## config.mk

```make
export PLATFORM = sky130hd
export DESIGN_NAME = iir_lookahead
export DESIGN_NICKNAME = d
export VERILOG_FILES = /design/src/rtl/iir_la_pkg.sv /design/src/rtl/la_input_reg.sv /design/src/rtl/la_cmul.sv /design/src/rtl/la_loop.sv /design/src/rtl/la_sat_out.sv /design/src/rtl/iir_lookahead.sv
export SDC_FILE = /design/constraint.sdc
export NUM_CORES = 1
export LEC_CHECK = 0
export ABC_AREA = 1
export BUFFER_PORTS_ARGS = -buffer_cell sky130_fd_sc_hd__buf_2
export CORE_MARGIN = 4
export CORE_UTILIZATION = 50
export CTS_CLUSTER_SIZE = 28
export DETAILED_ROUTE_END_ITERATION = 6
export PLACE_DENSITY = 0.67
export SLEW_MARGIN = 20
export SYNTH_ARGS = -nofsm -noshare
export SYNTH_HDL_FRONTEND = slang
export SYNTH_HIERARCHICAL = 1
export SYNTH_SLANG_ARGS = --single-unit
```

## constraint.sdc

```tcl
create_clock -name clk -period 8.24 [get_ports clk]
set_input_delay 1.648 -clock clk [delete_from_list [all_inputs] [get_ports clk]]
set_output_delay 1.648 -clock clk [all_outputs]
set_load 0.02 [all_outputs]
```

## src/rtl/iir_la_pkg.sv

```systemverilog
package iir_la_pkg;

    // Cycles from an accepted input to its output strobe
    localparam int LA_LATENCY = 2;

    // Square of a fixed-point coefficient, rounded half up to the same format
    function automatic int coef_square(input int c, input int frac);
        return (c * c + (1 << (frac - 1))) >>> frac;
    endfunction

    // Largest positive value of a signed word of the given width
    function automatic int signed_max(input int w);
        return (1 << (w - 1)) - 1;
    endfunction

endpackage

```

## src/rtl/la_input_reg.sv

```systemverilog
module la_input_reg #(
    parameter int W = 16
) (
    input  logic                clk,
    input  logic                rst,
    input  logic                vld_i,
    input  logic signed [W-1:0] dat_i,
    output logic                vld_o,
    output logic signed [W-1:0] dat_o
);

    always_ff @(posedge clk) begin
        if (rst) begin
            vld_o <= 1'b0;
            dat_o <= '0;
        end else begin
            vld_o <= vld_i;
            dat_o <= dat_i;
        end
    end

endmodule

```

## src/rtl/la_cmul.sv

```systemverilog
module la_cmul #(
    parameter int ACC_W  = 20,
    parameter int COEF_W = 16,
    parameter int FRAC_W = 14,
    parameter int COEF   = 12288
) (
    input  logic signed [ACC_W-1:0] a,
    output logic signed [ACC_W-1:0] p
);

    localparam int PW = ACC_W + COEF_W;
    localparam logic signed [COEF_W-1:0] K = COEF_W'(COEF);

    logic signed [PW-1:0] a_ext;
    logic signed [PW-1:0] k_ext;
    logic signed [PW-1:0] full;

    always_comb begin
        a_ext = {{COEF_W{a[ACC_W-1]}}, a};
        k_ext = {{ACC_W{K[COEF_W-1]}}, K};
        full  = a_ext * k_ext;
        p     = ACC_W'(full >>> FRAC_W);
    end

endmodule

```

## src/rtl/la_loop.sv

```systemverilog
module la_loop #(
    parameter int DATA_W  = 16,
    parameter int ACC_W   = 20,
    parameter int COEF_W  = 16,
    parameter int FRAC_W  = 14,
    parameter int COEF    = 12288,
    parameter int COEF_SQ = 9216
) (
    input  logic                    clk,
    input  logic                    rst,
    input  logic                    vld,
    input  logic signed [DATA_W-1:0] x,
    output logic signed [ACC_W-1:0]  y_now
);

    localparam int EXT_W = ACC_W - DATA_W;

    logic signed [ACC_W-1:0] x_ext;
    logic signed [ACC_W-1:0] x_prev;
    logic signed [ACC_W-1:0] y_prev;
    logic signed [ACC_W-1:0] fb_term;
    logic signed [ACC_W-1:0] ff_prod;
    logic signed [ACC_W-1:0] fb_prod;

    assign x_ext = {{EXT_W{x[DATA_W-1]}}, x};

    // Feed-forward correction A*x(n-1)
    la_cmul #(
        .ACC_W (ACC_W),
        .COEF_W(COEF_W),
        .FRAC_W(FRAC_W),
        .COEF  (COEF)
    ) u_ff_mul (
        .a(x_prev),
        .p(ff_prod)
    );

    // Loop product A^2*y(n-1), registered so it is used one sample later
    la_cmul #(
        .ACC_W (ACC_W),
        .COEF_W(COEF_W),
        .FRAC_W(FRAC_W),
        .COEF  (COEF_SQ)
    ) u_fb_mul (
        .a(y_prev),
        .p(fb_prod)
    );

    assign y_now = x_ext + ff_prod + fb_term;

    always_ff @(posedge clk) begin
        if (rst) begin
            x_prev  <= '0;
            y_prev  <= '0;
            fb_term <= '0;
        end else if (vld) begin
            x_prev  <= x_ext;
            y_prev  <= y_now;
            fb_term <= fb_prod;
        end
    end

endmodule

```

## src/rtl/la_sat_out.sv

```systemverilog
module la_sat_out #(
    parameter int DATA_W = 16,
    parameter int ACC_W  = 20
) (
    input  logic                     clk,
    input  logic                     rst,
    input  logic                     vld,
    input  logic signed [ACC_W-1:0]  y,
    output logic                     out_valid,
    output logic signed [DATA_W-1:0] out_data
);

    localparam logic signed [ACC_W-1:0] HI = ACC_W'(iir_la_pkg::signed_max(DATA_W));
    localparam logic signed [ACC_W-1:0] LO = -HI - 1;

    logic signed [DATA_W-1:0] sat;

    always_comb begin
        if (y > HI)
            sat = HI[DATA_W-1:0];
        else if (y < LO)
            sat = LO[DATA_W-1:0];
        else
            sat = y[DATA_W-1:0];
    end

    always_ff @(posedge clk) begin
        if (rst) begin
            out_valid <= 1'b0;
            out_data  <= '0;
        end else begin
            out_valid <= vld;
            if (vld)
                out_data <= sat;
        end
    end

endmodule

```

## src/rtl/iir_lookahead.sv

```systemverilog
module iir_lookahead #(
    parameter int DATA_W = 16,
    parameter int COEF_W = 16,
    parameter int FRAC_W = 14,
    parameter int GUARD_W = 4,
    parameter int COEF   = 12288
) (
    input  logic                     clk,
    input  logic                     rst,
    input  logic                     in_valid,
    input  logic signed [DATA_W-1:0] in_data,
    output logic                     out_valid,
    output logic signed [DATA_W-1:0] out_data
);

    localparam int ACC_W   = DATA_W + GUARD_W;
    localparam int COEF_SQ = iir_la_pkg::coef_square(COEF, FRAC_W);

    logic                     stg_vld;
    logic signed [DATA_W-1:0] stg_x;
    logic signed [ACC_W-1:0]  loop_y;

    la_input_reg #(
        .W(DATA_W)
    ) u_in (
        .clk  (clk),
        .rst  (rst),
        .vld_i(in_valid),
        .dat_i(in_data),
        .vld_o(stg_vld),
        .dat_o(stg_x)
    );

    la_loop #(
        .DATA_W (DATA_W),
        .ACC_W  (ACC_W),
        .COEF_W (COEF_W),
        .FRAC_W (FRAC_W),
        .COEF   (COEF),
        .COEF_SQ(COEF_SQ)
    ) u_loop (
        .clk  (clk),
        .rst  (rst),
        .vld  (stg_vld),
        .x    (stg_x),
        .y_now(loop_y)
    );

    la_sat_out #(
        .DATA_W(DATA_W),
        .ACC_W (ACC_W)
    ) u_out (
        .clk      (clk),
        .rst      (rst),
        .vld      (stg_vld),
        .y        (loop_y),
        .out_valid(out_valid),
        .out_data (out_data)
    );

endmodule

```

Word level (Yosys, flattened, before mapping)

Index checks and enable logic that the tools add are counted.

Register bits: 90
Bits of input ports: 19
Output and inout bits: 17

Add/subtract/negate cells: 2
Multiply operators: 2
Magnitude comparators: 2
Mux-type cells: 2

Operators by type and width:

| operator                | count |
|---|---|
| $mux W16                | 2 |
| $mul A20 B5 Y24 const B | 1 |
| $add A20 B20 Y20        | 1 |
| $gt A20 B16 Y1 const B  | 1 |
| $lt A20 B16 Y1 const B  | 1 |
| $mul A16 B3 Y19 const B | 1 |
| $add A16 B17 Y18        | 1 |

Depth between registers and ports, before layout

Gate-level depths: netlist of the first run.

Word-level depth: 6
Gate-level depth with buffers: 27
Mapped depth without buffers: 26

Hierarchy

The synthesis of the first run kept the hierarchy.

By module, submodules not included:

| module                    | instances | cells an instance | area each (um^2) | seq. area each (um^2) |
|---|---|---|---|---|
| la_loop                   | 1         | 491               | 3487.1           | 1121.1 |
| la_cmul (u_loop.u_fb_mul) | 1         | 242               | 1405.1           | 0.0 |
| la_cmul (u_loop.u_ff_mul) | 1         | 236               | 1360.1           | 0.0 |
| la_sat_out                | 1         | 80                | 694.4            | 340.3 |
| la_input_reg              | 1         | 53                | 494.2            | 340.3 |

Least setup slack after synthesis of the first run

Ideal clock, no wire load.

Kind: flip-flop to flip-flop
From: register u_loop.x_prev[1]
To: register u_out.out_data[10]
Data arrival time: 3737 ps
Data required time: 8118 ps
Setup slack: 4381 ps
Cell stages (with the launch flop): 24
Path buffers: 1
Clock period less this slack: 3859 ps
Cell sequence: dfxtp_1 -> ha_1 -> ha_1 -> fa_1 -> nand3_1 -> nand3_1 -> nand2_1 -> nand2_1 -> xor2_1 -> fa_1 -> ha_1 -> nand2_1 -> inv_1 -> a21oi_1 -> nand3_2 -> nand2_1 -> nand2_1 -> nand2_1 -> nand2_1 -> nor2_1 -> nand2_1 -> a21oi_4 -> buf_6 -> a21oi_2

Word-level cells in the longest chain between the ends: 6

RTL lines:

| what                   | line                | text |
|---|---|---|
| from (decl)            | la_loop.sv:19       | `logic signed [ACC_W-1:0] x_prev;` |
| from (signal assigned) | la_loop.sv:57       | `x_prev <= x_ext;` |
| $mul A16 B3 Y19 *      | la_cmul.sv:21       | `full = a_ext * k_ext;` |
| net u_loop.ff_prod[8]  | la_loop.sv:22       | `logic signed [ACC_W-1:0] ff_prod;` |
| $add A16 B17 Y18 *     | la_loop.sv:49       | `assign y_now = x_ext + ff_prod + fb_term;` |
| $add A20 B20 Y20 *     | la_loop.sv:49       |  |
| net loop_y[18]         | iir_lookahead.sv:21 | `logic signed [ACC_W-1:0] loop_y;` |
| $lt A20 B16 Y1         | la_sat_out.sv:21    | `else if (y < LO)` |
| $mux W16               | la_sat_out.sv:21    |  |
| $mux W16 *             | la_sat_out.sv:19    | `if (y > HI)` |
| to (signal assigned)   | la_sat_out.sv:34    | `out_data <= sat;` |
| to (decl)              | la_sat_out.sv:10    | `output logic signed [DATA_W-1:0] out_data` |

The timed path passes the listed nets; every way through them passes the cells marked *.
A chain may end at the register's enable or synchronous reset.

Worst setup path in the final report of the first run

From: register u_loop.x_prev[1]
To: register u_out.out_data[7]

Same word-level chain as after synthesis.

==> results of run 1 <==
[cell families (layout without fill, tap and decap cells)]
family | after synthesis | count (layout)
adders and majority gates | 112 | 112
AOI/OAI and AO/OA | 144 | 144
and+or+nand+nor | 552 | 552
buffers and inverters | 172 | 202
DFF | 90 | 90
xor gates and xnor gates | 32 | 32
[critical path, stage by stage (launching register included)]
cell	delay, ns
dfxtp_1	0.33
ha_1	0.30
ha_1	0.25
fa_1	0.47
nand3_1	0.10
nand3_1	0.10
nand2_1	0.10
nand2_1	0.12
xor2_1	0.21
fa_1	0.44
ha_1	0.38
nand2_1	0.12
inv_1	0.07
a21oi_1	0.18
nand3_2	0.16
nand2_1	0.11
nand2_1	0.05
nand2_1	0.07
nand2_1	0.06
nor2_1	0.12
nand2_1	0.12
a21oi_4	0.48
a21oi_1	0.14
[placed cells by master, fill, tap and decap left out, types with 2 or more instances in the layout]
master | Yosys | final
xor2_1 | 23 | 23
o21bai_1 | 4 | 4
xnor2_1 | 7 | 7
a21oi_2 | 12 | 12
nand2_1 | 354 | 354
nand4_1 | 2 | 2
xor2_2 | 2 | 2
and2_1 | 6 | 6
clkbuf_16 | 0 | 9
nand3_2 | 6 | 6
nor3_1 | 5 | 5
nand2_2 | 11 | 11
nor2_1 | 101 | 101
nor2_2 | 7 | 7
inv_6 | 0 | 4
a21oi_1 | 88 | 88
o21ai_0 | 33 | 33
inv_1 | 144 | 144
buf_4 | 0 | 2
inv_2 | 5 | 5
ha_1 | 90 | 90
fa_1 | 22 | 22
dfxtp_1 | 90 | 89
buf_2 | 3 | 35
nand3b_1 | 2 | 2
a211oi_1 | 4 | 4
nand3_1 | 55 | 55
[routing by layer]
layer / share of wire / track usage / up-vias / routed length (µm)
met5: 0 / 0 / - / 0
met4: 0.022 / 0.0623 / 0 / 387
met3: 0.037 / 0.0278 / 22 / 634
met2: 0.45 / 0.347 / 120 / 7740
met1: 0.50 / 0.299 / 2924 / 8610
li1: - / - / 3535 / -
[cell type report]
| cell class | count | area [µm²] |
|---|---|---|
| clock buffer | 10 | 229 |
| clock inverter | 6 | 72.6 |
| fill | 1480 | 6510 |
| inverter | 149 | 559 |
| multi-input combinational | 840 | 4940 |
| sequential | 90 | 1800 |
| tap | 184 | 230 |
| timing repair buffer | 37 | 190 |
[through the flow]
step | power (mW) | hold slack [ns] | instances | utilization
after global routing | 1.28 | 0.500 | 1316 | 0.552
after floorplan | 0.719 | 0.445 | 1102 | -
after global placement | 0.793 | 0.455 | 1300 | 0.531
after CTS | 1.22 | 0.471 | 1316 | 0.552
after detailed placement | 0.796 | 0.460 | 1300 | 0.531
final | 1.21 | 0.470 | 1316 | 0.552
[flip-flops by register name (all words and copies together), names as in the netlist]
| signal | cells |
|---|---|
| u_out/out_valid | 1 |
| u_in/dat_o | 16 |
| u_loop/fb_term | 20 |
| u_loop/x_prev | 16 |
| u_loop/y_prev | 20 |
| u_in/vld_o | 1 |
| u_out/out_data | 16 |
[path summary, 6_finish.rpt]
path / slack, ns / start / to
max: 3.59 / u_loop/x_prev[1] / u_out/out_data[7]
max reg2reg: 3.59 / u_loop/x_prev[1] / u_out/out_data[7]
min: 0.47 / u_out/out_data[15] / u_out/out_data[15]
min reg2reg: 0.47 / u_out/out_data[15] / u_out/out_data[15]
[report_power, final]
part           internal [mW]  total, mW  switching (mW)
registers              0.462      0.485          0.0226
clock network          0.240      0.424           0.184
logic                  0.105      0.301           0.196
total                  0.807       1.21           0.402
==> flow_metrics.tcl, run 1 <==
set metrics [dict create \
    finish.instance_area_um2 8030 \
    core_area_um2 14500 \
    cp_data_arrival_time_ns 4.84 \
    grt_pass1_wl_um 29200 \
    overflow 0 \
    grt_start_max_net_pins 85 \
    cts_buffers 9 \
    hpwlAfterDp_um 13800 \
    synth_compound_area_frac 0.109 \
    grt_usage 0.214 \
    setup_violations 0 \
    synth_area_leaders "dfxtp_1 24%, nand2_1 18%, ha_1 15%, inv_1 7.3%, a21oi_1 5.9%" \
    vdd_drop_max_mv 0.111 \
    cts_root_buf "clkbuf_16" \
    vias 6601 \
    post_cts_buffers 0 \
    rows 44 \
    synthAdderAreaFrac 0.211 \
    yosysWarningCount 6 \
    leakagePower_nw 4.53 \
    status "complete, no violations" \
    viasPerCell 5.02 \
    drc 0 \
    ant_nets 0 \
    place_ws_ns 3.71 \
    synth_edf_count 0 \
    drtIter0Drc 405 \
    yosys-top-cells-count "354 x nand2_1, 144 x inv_1, 101 x nor2_1" \
    end_kind "register" \
    worstHoldPathType "register to register" \
    ys_ff_latch 90 \
    post_cts_resized 0 \
    timing.slew.headroom 0.428 \
    initial_core_util 0.512 \
    antenna_found_initial 0 \
    synth_most_common_cell "nand2_1" \
    die-height_um 130 \
    setup_ws_ns 3.59 \
    die-area_um2 16900 \
    fin_worst_skew_ns 0.00341 \
    clkLatencyLatePin_ns 0.34 \
    yosys_most_used_dff "dfxtp_1" \
    finalSetupTns_ns 0 \
    clock_path_buffers 2 \
    grt_pass1_vias 6045 \
    synth_top_area_share 0.242 \
    ff2ff_path_depth 22 \
    final-hold-violation-count 0 \
    fin_crit_ns 4.65 \
    area_growth_pct 7.85 \
    worst_pin_slew_ns 0.856 \
    synthMuxAreaShare 0 \
    syn_inst 1102 \
    portBuffers 35 \
    synth.largest_area_cell "dfxtp_1" \
    synth_nets 1233 \
    yosys.area_share.xor_xnor 0.0397 \
    async_reset_ff_frac 0 \
    final_max_slew_viol_count 0 \
    antennaDiodeCount 0 \
    place_congestion 0.933 \
    synth.avg_cell_area_um2 6.75 \
    wl_um 17400 \
    holdPathStages 2 \
    cp.required_ns 8.44 \
    synth_top_family_by_area "simple AND/OR/NAND/NOR gates" \
    pin_count 36 \
    die_x_um 130 \
    clock-sinks 90 \
    rsz0062_at_grt "false" \
    drive_above_1_share 0.0883 \
    synth_cell_types 33 \
    postPlaceCellArea_um2 7720 \
    path_class "register to register" \
    wire_per_inst_um 13.2 \
    htree_num_levels 3 \
    synth_area_um2 7440 \
    crit_fanout 15 \
    dr.pass1.iters 7 \
    layout.nets 1258 \
    power.density_nw_per_um2 151 \
    cts_hold_buf 0 \
    max-cap-violations 0 \
    fin_crit_sh 0.564 \
    clk_pin_slew_ns 0.07 \
    synthSimpleGateAreaFrac 0.305 \
    max_freq_mhz 215 \
    cp-start-kind "register" \
    ys_seq_area_frac 0.242 \
    cts_tree "built" \
]
No activity file was read; power rests on OpenSTA's default activity.
==> run 2: changes to the inputs <==
clock period = 4.5 ns   (was 8.24 ns; I/O delays follow)
==> flow_metrics.tcl, run 2 (synthesis gave the netlist of run 1 again) <==
set metrics [dict create \
    cp.required_ns 4.73 \
    cp_slowest_stage_delay_ns 0.44 \
    drc 0 \
    overflow 0 \
    viasPerCell 5.06 \
    cp_data_arrival_time_ns 4.43 \
    power.density_nw_per_um2 268 \
    core_area_um2 14500 \
    place_ws_ns 0.154 \
    ff2ff_path_depth 24 \
    die_x_um 130 \
    antenna_found_initial 0 \
    critical_path.slowest_cell "fa_1" \
    grt_start_max_net_pins 50 \
    clk_pin_slew_ns 0.07 \
    rows 44 \
    max_freq_mhz 238 \
    cts_hold_buf 0 \
    layout_commonest_cell "nand2_1" \
    layout.nets 1262 \
    min_from "u_loop/y_prev[1]" \
    grt_pass1_wl_um 29600 \
    vias 6669 \
    final_max_slew_viol_count 0 \
    wl_um 17600 \
    pin_count 36 \
    fin_crit_ns 4.20 \
    hpwlAfterDp_um 14100 \
    path_cells "ha_1, ha_1, fa_2, nand3_1, nand3_1, nand2_1, nand2_1, nand2_1, nand2_1, nand2_1, nand2_1, fa_1, ha_2, nand2_1, nor2_1, and2_1, nand2_1, nand2_1, nand2_1, nand2_2, inv_1, a21oi_4, buf_12, a21oi_1" \
    initial_core_util 0.512 \
    fill_cells 1491 \
    cp.depth 24 \
    finalSetupTns_ns 0 \
    cts_tree "built" \
    setup_violations 0 \
    drtIter0Drc 447 \
    area_growth_pct 8.95 \
    crit_family "adder cells" \
    end_kind "register" \
    clock_path_buffers 2 \
    cts_buffers 9 \
    r2r_slack_ns 0.30 \
    drive_above_1_share 0.104 \
    timing.slew.headroom 0.421 \
    die-area_um2 16900 \
    leakagePower_nw 4.53 \
    antennaDiodeCount 0 \
    cpMostUsedCell "nand2_1" \
    holdPathStages 2 \
    status "complete, no violations" \
    vdd_drop_max_mv 0.193 \
    die-height_um 130 \
    dr.pass1.iters 5 \
    worst_pin_slew_ns 0.867 \
    path_class "register to register" \
    wire_per_inst_um 13.4 \
    ant_nets 0 \
    worst-path-buf-inv 2 \
    cp-start-kind "register" \
    fin_worst_skew_ns 0.00606 \
    fin_util 0.558 \
    setup_ws_ns 0.303 \
    crit_fanout 15 \
    portBuffers 35 \
    place_congestion 0.918 \
    grt_pass1_vias 6244 \
    clkLatencyLatePin_ns 0.34 \
    r2r_end "u_out/out_data[6]" \
    clock-sinks 90 \
    reg_top3 "u_loop/fb_term: 20 flops, u_loop/y_prev: 20 flops" \
    max-cap-violations 0 \
    cts_root_buf "clkbuf_16" \
    final-hold-violation-count 0 \
    worstHoldPathType "register to register" \
    min_to "u_loop/y_prev[1]" \
    htree_num_levels 3 \
    r2r-start "u_loop/x_prev[1]" \
    grt_usage 0.218 \
    fin_crit_sh 0.933 \
    mostFrequentLayoutCells "353 x nand2_1, 144 x inv_1, 99 x nor2_1" \
]
-- run 2: repair_timing --
action | 4_1_cts | 5_1_grt
setup endpoints to repair | 0 | 15
setup buffers | 0 | 1
resized for setup | 0 | 15
-- run 2: worst max path at each step --
stage	from	end	slack [ns]
3_3_place_gp	u_loop/x_prev[1]	u_out/out_data[2]	0.19
6_report	u_loop/x_prev[1]	u_out/out_data[6]	0.30
2_1_floorplan	u_loop/x_prev[1]	u_out/out_data[10]	0.64
5_1_grt	u_loop/x_prev[1]	u_out/out_data[6]	-0.01
3_5_place_dp	u_loop/x_prev[1]	u_out/out_data[11]	0.15
4_1_cts	u_loop/x_prev[1]	u_out/out_data[11]	0.09
-- run 2: tightest hold or removal path: stages (launching register included) --
cell	delay, ns
dfxtp_1	0.32
nand2_1	0.06
a21oi_1	0.05
-- run 2: per-stage QoR --
step / instances / power [mW] / hold WS, ns / area (µm²)
floorplan: 1102 / 1.32 / 0.445 / 7440
global placement: 1303 / 1.45 / 0.455 / 7760
detailed placement: 1303 / 1.46 / 0.468 / 7760
CTS: 1318 / 2.17 / 0.479 / 8040
global route: 1319 / 2.30 / 0.495 / 8110
finish: 1319 / 2.17 / 0.474 / 8110
-- run 2: report_power, final --
part | leakage [nW] | internal [mW] | total (mW) | switching (mW)
Sequential | 0.740 | 0.846 | 0.892 | 0.0456
Clock | 0.126 | 0.379 | 0.711 | 0.332
Combinational | 3.66 | 0.206 | 0.566 | 0.360
Total | 4.53 | 1.43 | 2.17 | 0.737
-- run 2: routing by layer --
layer	wire (µm)	track usage	vias to the layer above
met3	656	0.0323	25
met4	425	0.0660	0
met5	0	0	-
li1	-	-	3548
met2	7970	0.359	132
met1	8580	0.295	2964
-- run 2: area by class of cell --
| class | count | area, µm² | share of cell area |
|---|---|---|---|
| clock inverters | 6 | 51.3 | 0.00633 |
| inverters | 149 | 559 | 0.0690 |
| flip-flops and latches | 90 | 1800 | 0.223 |
| multi-input cells | 840 | 4990 | 0.616 |
| repair buffers | 41 | 245 | 0.0303 |
| clock buffers | 9 | 225 | 0.0278 |
| well taps | 184 | 230 | 0.0284 |
==> run 3: changes to the inputs <==
CORE_ASPECT_RATIO = 0.9   (was not set)
==> flow_metrics.tcl, run 3 (synthesis gave the netlist of run 1 again) <==
set metrics [dict create \
    drc 0 \
    cp_data_arrival_time_ns 4.55 \
    setup_violations 0 \
    end_kind "register" \
    final-hold-violation-count 0 \
    ff2ff_path_depth 24 \
    wl_um 18100 \
    hpwlAfterDp_um 14200 \
    clkLatencyLatePin_ns 0.35 \
    drtIter0Drc 485 \
    fin_crit_sh 0.957 \
    vdd_drop_max_mv 0.177 \
    leakagePower_nw 4.60 \
    max_freq_mhz 232 \
    rows 42 \
    final_max_slew_viol_count 0 \
    met1_length_um 9040 \
    viasPerCell 5.02 \
    ant_nets 0 \
    dr.pass1.iters 5 \
    portBuffers 35 \
    p_int_mw 1.45 \
    dr_wl_met2_um 7920 \
    grt_start_max_net_pins 47 \
    cp-startpoint "u_loop/x_prev[1]" \
    fin_crit_ns 4.31 \
    die-height_um 124 \
    path_class "register to register" \
    wire_per_inst_um 13.6 \
    p_sw_frac 0.347 \
    cp-start-kind "register" \
    overflow 0 \
    layout_commonest_cell "nand2_1" \
    clk_pin_slew_ns 0.07 \
    die_x_um 137 \
    holdPathStages 2 \
    grt_usage 0.220 \
    grt_pass1_vias 6085 \
    antenna_found_initial 0 \
    status "complete, no violations" \
    clock_path_buffers 2 \
    clock-sinks 90 \
    final_cells 1339 \
    grt_pass1_wl_um 29700 \
    place_inst 1319 \
    min_from "u_loop/y_prev[1]" \
    vias 6720 \
    pin_count 36 \
    clkPwrFrac 0.337 \
    fill_cells 1453 \
    power.density_nw_per_um2 270 \
    multiInputGateArea_um2 5030 \
    core_area_um2 14700 \
    area_growth_pct 10.7 \
    cts_root_buf "clkbuf_16" \
    crit_fanout 7 \
    place_congestion 0.912 \
    pwr-share-comb 0.261 \
    wl_met3_um 911 \
    max-cap-violations 0 \
    mostFrequentLayoutCells "351 x nand2_1, 144 x inv_1, 100 x nor2_1" \
    finalSetupTns_ns 0 \
    cts_hold_buf 0 \
    p_switching_mw 0.772 \
    antennaDiodeCount 0 \
    worst_pin_slew_ns 0.848 \
    reg_top3 "u_loop/fb_term: 20 flops, u_loop/y_prev: 20 flops" \
    drive_above_1_share 0.115 \
    r2r-start "u_loop/x_prev[1]" \
    cp.required_ns 4.74 \
    die-area_um2 16900 \
    timing.slew.headroom 0.434 \
    seqPwrFrac 0.402 \
    layout.nets 1267 \
    initial_core_util 0.508 \
    final-seq-area_um2 1810 \
    fin_worst_skew_ns 0.00777 \
    cts_buffers 9 \
    worstHoldPathType "register to register" \
    cts_tree "built" \
    highest_layer "met4" \
    htree_num_levels 3 \
]
-- run 3: cell types whose count changed in the layout (fill, tap and decap cells not counted), moves of 2 or more --
cell and change:
nand3_2 +3, a21oi_2 +3, buf_4 +4, nor2_2 -2, nand2_2 +2, nand3_1 -3, nand2_1 -2, a21oi_1 -3
-- run 3: cell type report --
type                       instances  share of cell area
clock buffer                       9              0.0273
clock inverter                     7             0.00835
inverter                         149              0.0679
multi-input combinational        840               0.611
sequential                        90               0.219
tap                              198              0.0301
timing repair buffer              46              0.0365
-- run 3: power by group through the flow --
stage,clock network (mW),logic [mW],registers [mW]
2_1_floorplan,0,0.406,0.910
3_3_place_gp,0,0.546,0.912
3_5_place_dp,0,0.549,0.913
4_1_cts,0.768,0.554,0.894
5_1_grt,0.800,0.655,0.900
6_report,0.749,0.579,0.892
-- run 3: path summary, 6_finish.rpt --
path                        to  slack (ns)
max          u_out/out_data[8]        0.19
min           u_loop/y_prev[1]        0.47
max reg2reg  u_out/out_data[8]        0.19
min reg2reg   u_loop/y_prev[1]        0.47
-- run 3: timing repair --
item / in CTS / in global routing
resized for setup: 0 / 24
endpoints found under the setup margin: 0 / 15
setup buffers: 0 / 3
-- run 3: metal layers --
metal / vias to the layer above / GRT usage
met1: 2985 / 0.313
met5: - / 0
met3: 22 / 0.0331
met2: 157 / 0.351
li1: 3556 / -
met4: 0 / 0.0510
-- run 3: stage by stage --
| stage | area, µm² | util | power [mW] | hold WS, ns | setup WS, ns |
|---|---|---|---|---|---|
| 2_1_floorplan | 7440 | - | 1.32 | 0.445 | 0.641 |
| 3_3_place_gp | 7790 | 0.531 | 1.46 | 0.461 | 0.0420 |
| 3_5_place_dp | 7790 | 0.531 | 1.46 | 0.462 | 0.0548 |
| 4_1_cts | 8090 | 0.551 | 2.22 | 0.471 | 0.00597 |
| 5_1_grt | 8240 | 0.562 | 2.35 | 0.508 | -0.0699 |
| 6_report | 8240 | 0.562 | 2.22 | 0.473 | 0.193 |
-- run 3: critical path, stage by stage, from the launching register on --
cell       delay, ns
dfxtp_1         0.33
ha_1            0.30
ha_2            0.21
fa_2            0.41
nand3_1         0.09
nand3_2         0.09
nand2_1         0.10
nand2_2         0.09
nand2_1         0.10
nand2_1         0.05
nand2_1         0.05
nand2_1         0.06
fa_1            0.43
ha_1            0.39
a21oi_1         0.22
o21ai_0         0.16
a21oi_2         0.18
nand2_1         0.07
nand2_1         0.07
nand2_1         0.07
nor2_1          0.12
nand2_1         0.11
a21oi_4         0.24
clkbuf_16       0.20
a21oi_1         0.06
